**config.mk**
```make
export PLATFORM = sky130hd
export DESIGN_NAME = burst_addr_seq
export DESIGN_NICKNAME = d
export VERILOG_FILES = /design/src/rtl/burst_seq_pkg.sv /design/src/rtl/burst_mode_decode.sv /design/src/rtl/burst_next_addr.sv /design/src/rtl/burst_addr_seq.sv
export SDC_FILE = /design/constraint.sdc
export NUM_CORES = 1
export LEC_CHECK = 0
export CORE_MARGIN = 1.5
export CORE_UTILIZATION = 30
export CTS_CLUSTER_SIZE = 12
export DETAILED_ROUTE_END_ITERATION = 10
export PLACE_DENSITY_LB_ADDON = 0.25
export SLEW_MARGIN = 20
export SYNTH_ARGS = -nofsm -noshare
export SYNTH_HDL_FRONTEND = slang
export SYNTH_HIERARCHICAL = 1
export SYNTH_SLANG_ARGS = --single-unit
```
**constraint.sdc**
```tcl
create_clock -name clk -period 8.5 [get_ports clk]
set_input_delay 0.85 -clock clk [delete_from_list [all_inputs] [get_ports clk]]
set_output_delay 0.85 -clock clk [all_outputs]
set_load 0.05 [all_outputs]
```
**src/rtl/burst_seq_pkg.sv**
```systemverilog
package burst_seq_pkg;
   typedef enum logic [1:0] {
      ORD_LINEAR = 2'b00,
      ORD_RSV_LO = 2'b01,
      ORD_WRAP   = 2'b10,
      ORD_RSV_HI = 2'b11
   } burst_order_e;

   typedef struct packed {
      logic wrap;   // wrap ordering active
      logic wide;   // 8-byte step
      logic stop;   // single phase then disconnect
   } burst_mode_t;
endpackage

```
**src/rtl/burst_mode_decode.sv**
```systemverilog
module burst_mode_decode
   import burst_seq_pkg::*;
#(
   parameter int LS_W    = 8,
   parameter bit WRAP_EN = 1'b1,
   parameter bit WIDE_EN = 1'b1
) (
   input  logic [1:0]      order_code,
   input  logic            mwi,
   input  logic [LS_W-1:0] line_dw,
   input  logic            wide_req,
   output burst_mode_t     mode
);
   logic wide_eff;
   logic pow2;
   logic line_fits;
   logic wrap_ok;
   burst_order_e ord;

   assign ord = burst_order_e'(order_code);

   generate
      if (WIDE_EN) begin : g_wide
         assign wide_eff = wide_req;
      end else begin : g_narrow
         assign wide_eff = 1'b0;
      end
   endgenerate

   assign pow2      = (line_dw != '0) && ((line_dw & (line_dw - 1'b1)) == '0);
   assign line_fits = wide_eff ? (line_dw >= LS_W'(2)) : 1'b1;

   generate
      if (WRAP_EN) begin : g_wrap
         assign wrap_ok = pow2 && line_fits;
      end else begin : g_nowrap
         assign wrap_ok = 1'b0;
      end
   endgenerate

   always_comb begin
      mode.wide = wide_eff;
      mode.wrap = 1'b0;
      mode.stop = 1'b0;
      unique case (ord)
         ORD_LINEAR: mode.stop = 1'b0;
         ORD_WRAP: begin
            if (mwi || !wrap_ok) mode.stop = 1'b1;
            else                 mode.wrap = 1'b1;
         end
         default: mode.stop = 1'b1;
      endcase
   end
endmodule

```
**src/rtl/burst_next_addr.sv**
```systemverilog
module burst_next_addr
   import burst_seq_pkg::*;
#(
   parameter int ADDR_W = 32
) (
   input  logic [ADDR_W-1:0] cur,
   input  logic [ADDR_W-1:0] line_mask,
   input  logic [ADDR_W-1:0] start_off,
   input  burst_mode_t       mode,
   output logic [ADDR_W-1:0] nxt
);
   logic [ADDR_W-1:0] step;
   logic [ADDR_W-1:0] base;
   logic [ADDR_W-1:0] noff;
   logic [ADDR_W-1:0] lin;

   assign step = mode.wide ? ADDR_W'(8) : ADDR_W'(4);
   assign lin  = cur + step;
   assign base = cur & ~line_mask;
   assign noff = ((cur & line_mask) + step) & line_mask;

   always_comb begin
      if (!mode.wrap)            nxt = lin;
      else if (noff == start_off) nxt = base + line_mask + ADDR_W'(1) + noff;
      else                        nxt = base | noff;
   end
endmodule

```
**src/rtl/burst_addr_seq.sv**
```systemverilog
module burst_addr_seq
   import burst_seq_pkg::*;
#(
   parameter int ADDR_W  = 32,
   parameter int LS_W    = 8,
   parameter bit WRAP_EN = 1'b1,
   parameter bit WIDE_EN = 1'b1
) (
   input  logic              clk,
   input  logic              rst_n,
   input  logic              addr_phase,
   input  logic [ADDR_W-1:0] addr_in,
   input  logic              mwi,
   input  logic              xfer_done,
   input  logic [LS_W-1:0]   line_dw,
   input  logic              wide,
   output logic [ADDR_W-1:0] cur_addr,
   output logic              disconnect
);
   localparam int LB_W = LS_W + 2;

   generate
      if (ADDR_W < 8 || ADDR_W > 64) begin : g_bad_aw
         $error("ADDR_W out of range");
      end
      if (LS_W < 1 || LB_W >= ADDR_W) begin : g_bad_ls
         $error("LS_W must leave room inside ADDR_W");
      end
   endgenerate

   burst_mode_t       mode_new, mode_q;
   logic [ADDR_W-1:0] cur_q, mask_q, start_q, nxt;
   logic [ADDR_W-1:0] addr_al, mask_new;

   assign addr_al  = {addr_in[ADDR_W-1:2], 2'b00};
   assign mask_new = ADDR_W'({line_dw, 2'b00}) - ADDR_W'(1);

   burst_mode_decode #(.LS_W(LS_W), .WRAP_EN(WRAP_EN), .WIDE_EN(WIDE_EN)) u_dec (
      .order_code (addr_in[1:0]),
      .mwi        (mwi),
      .line_dw    (line_dw),
      .wide_req   (wide),
      .mode       (mode_new)
   );

   burst_next_addr #(.ADDR_W(ADDR_W)) u_nxt (
      .cur       (cur_q),
      .line_mask (mask_q),
      .start_off (start_q),
      .mode      (mode_q),
      .nxt       (nxt)
   );

   always_ff @(posedge clk) begin
      if (!rst_n) begin
         cur_q   <= '0;
         mask_q  <= '0;
         start_q <= '0;
         mode_q  <= '0;
      end else if (addr_phase) begin
         cur_q   <= addr_al;
         mask_q  <= mask_new;
         start_q <= addr_al & mask_new;
         mode_q  <= mode_new;
      end else if (xfer_done && !mode_q.stop) begin
         cur_q   <= nxt;
      end
   end

   assign cur_addr   = cur_q;
   assign disconnect = mode_q.stop;
endmodule

```
==> run metrics <==
crit start category register; initial antenna violation count 0; CTS tree done; peak supply drop 0.102 mV; number of flops mapped to enable cells by yosys 0; Top Metal Used met4; met2 wire len 17,500 um; Async SR Flop Fraction 0%; critical path startpoint mask_q[10]; I/O Pins between 70 and 80; sequential share of power between 30% and 40%; Detail Route met3 WL approximately 2000 um; Yosys reg bits 75; antenna-violating nets left 0; post-route cell area 0.0111 mm^2; top_reg_cell synth dfxtp_1; Reg2Reg Setup Slack about 2.5 ns; GR Overflow Total 0; Worst Reg2Reg Path Length in Cells 14; CP max FO 95; Leakage roughly 4.3 nW; status finished clean; fin nets approximately 1,500; WP data arrival approximately 6.3 ns; Clock Skews between 0.01 and 0.015 ns; Starting Density 30.8%; critical-path cell with the highest stage delay dfxtp_4; post-synthesis sequential area ratio between 15 and 20%; setup TNS 0 ns; Post-Syn Area 0.00978 mm^2; DP Area ~0.011 mm^2; WP depth 14; Psw ~0.41 mW; logic gate share of total power about 28%; max-slew violation count 0; Synth-to-Final Area Change 13.1%; dpl cells between 1,500 and 2,000; slew margin rel. 34.9%; Tcrit/Tclk final 70.7%; ranking of synthesized cells by area dfxtp_1 (15%), ha_1 (8.8%), mux2i_1 (5.7%); Post-CTS Hold Buffers 0; RSZ-0062 raised after global routing false; most common cell in the netlist nor2_1; worst-path cell chain buf_4 -> nand2_1 -> or4_4 -> nor4_2 -> mux2i_1 -> xnor2_1 -> nand3_1 -> nor4_4 -> nand2_1 -> buf_4 -> nor2_2 -> o2bb2ai_1 -> mux2i_1 -> a211oi_1; type of the worst min-delay path reg2reg; clock share of power a little under two fifths; Netlist cell types 86; worst path required time about 8.8 ns; Iter 0 DRT Violations 886; post-detail-place hpwl 28,000 um; Crit Path Category reg2reg; worst reg2reg startpoint mask_q[10]; Clock Latency Late Sink approximately 0.36 ns; wire per inst roughly 21 um; clk sinks 75; Die Wd 184 um; postcts setup bufs 0; largest net degree at the start of global routing 96; Power per Cell Area ~110 mW/mm^2; DRC Markers 0; Post-Route M1 WL about 16,000 um; Final Non-Filler Cells between 1,500 and 2,000; Hold Fails Final Rpt 0; delay of the slowest critical-path stage approximately 0.9 ns; Yosys top cell area share around 15%; gr usage total about 22%; IO buf count ~80; Reg2Reg Capture Point cur_addr[4]; CP Buf/Inv Count 2; Worst-path clk slew around 0.06 ns; vias per inst between 5 and 6; Crit path max-delay family simple AND/OR/NAND/NOR gates; Util after Layout about a third; synthesized instance count between 1,000 and 1,500; synth cell count leaders nor2_1 (116), nand2_1 (104), a21oi_1 (87); clk root buf clkbuf_16; mean area per synthesized cell 7.22 um^2; synth warn 6; switching share of total power about a third; Int Pwr around 0.77 mW; RePlAce Congestion 0.951; max_cap viols 0; die area 0.0337 mm^2; final wirelength between 30,000 and 40,000 um; DR vias slightly above 10,000; Final setup viols 0; Diodes inserted 0; DR pass1 iterations 5; Chip Height around 180 um; Rows 65; Max Buffers Root-to-Sink 2; area leader, netlist dfxtp_1; CORE AREA approximately 0.032 mm^2; f_max 166 MHz; layout cells sized above 1 slightly below 8%; crit path time final ~6 ns; global-route wire length before repair 56,500 um; TritonCTS buffer count 9; vias in the first global route 9,556; crit end category register; CTS resizes 0; worst slew pin tran slightly below 1 ns; Critical Path Sink cur_addr[4]; # H-tree levels 3
## worst min-delay path, stage by stage (launching register included)
cell and delay (ns):
dfxtp_1 0.32, nand2_1 0.06, a21oi_1 0.05
## power by group through the flow
stage               registers, mW  clock network, mW  logic, mW
floorplan                   0.430                  0      0.203
global placement            0.422                  0      0.325
detailed placement          0.422                  0      0.327
CTS                         0.415              0.445      0.328
global route                0.419              0.464      0.356
finish                      0.415              0.436      0.330
## cell type report
class,count,area [um^2]
clock inverters,5,77.6
inverters,45,169
clock buffers,11,243
fillers,3392,20700
repair buffers,94,896
flip-flops and latches,75,1510
multi-input cells,1117,7620
well taps,435,544
## logic make-up (layout without fill, tap and decap cells)
group / count (synthesis) / count (layout) / share of synthesized area [%]
and+or+nand+nor: 604 / 604 / 34.2
adders and majority gates: 73 / 73 / 9.54
other: 1 / 2 / 0.0383
muxes: 58 / 58 / 5.96
AOI/OAI and AO/OA: 305 / 305 / 21.2
buffers and inverters: 164 / 155 / 6.91
xor gates and xnor gates: 75 / 75 / 6.72
DFF: 75 / 75 / 15.4
## per-layer routing
| layer | vias up | global-route usage, % |
|---|---|---|
| li1 | 5006 | - |
| met3 | 79 | 2.73 |
| met4 | 0 | 8.85 |
| met1 | 4913 | 28.2 |
| met2 | 362 | 36.7 |
| met5 | - | 0 |
## worst min path at each step
stage,from,to,slack [ns],cells past startpoint
after global routing,start_q[15],start_q[15],0.50,2
after CTS,start_q[15],start_q[15],0.48,2
after global placement,start_q[15],start_q[15],0.47,2
final,start_q[15],start_q[15],0.48,2
after floorplan,start_q[3],start_q[3],0.45,2
after detailed placement,start_q[15],start_q[15],0.47,2
## flip-flops by register name (all words and copies together), names as in the netlist
signal,cells
mask_q,10
start_q,30
cur_addr,32
mode_q,2
disconnect,1
## cell usage in the layout (no fill, tap or decap), types with 48 or more instances in the layout
cell type        Yosys  final
nand2_1            104    104
clkdlybuf4s50_1      0     77
a21oi_1             87     87
xnor2_1             48     48
ha_1                69     69
dfxtp_1             75     73
nand3_1             55     55
mux2i_1             56     56
nor2_1             116    116
nand4_1             54     54
## metrics by stage
stage	setup WS (ns)	total power [mW]	hold slack (ns)
global route	2.20	1.24	0.497
finish	2.49	1.18	0.479
floorplan	2.33	0.633	0.449
CTS	2.65	1.19	0.482
global placement	2.61	0.747	0.468
detailed placement	2.67	0.749	0.473
Note: power is estimated with default switching activity, not from simulation.
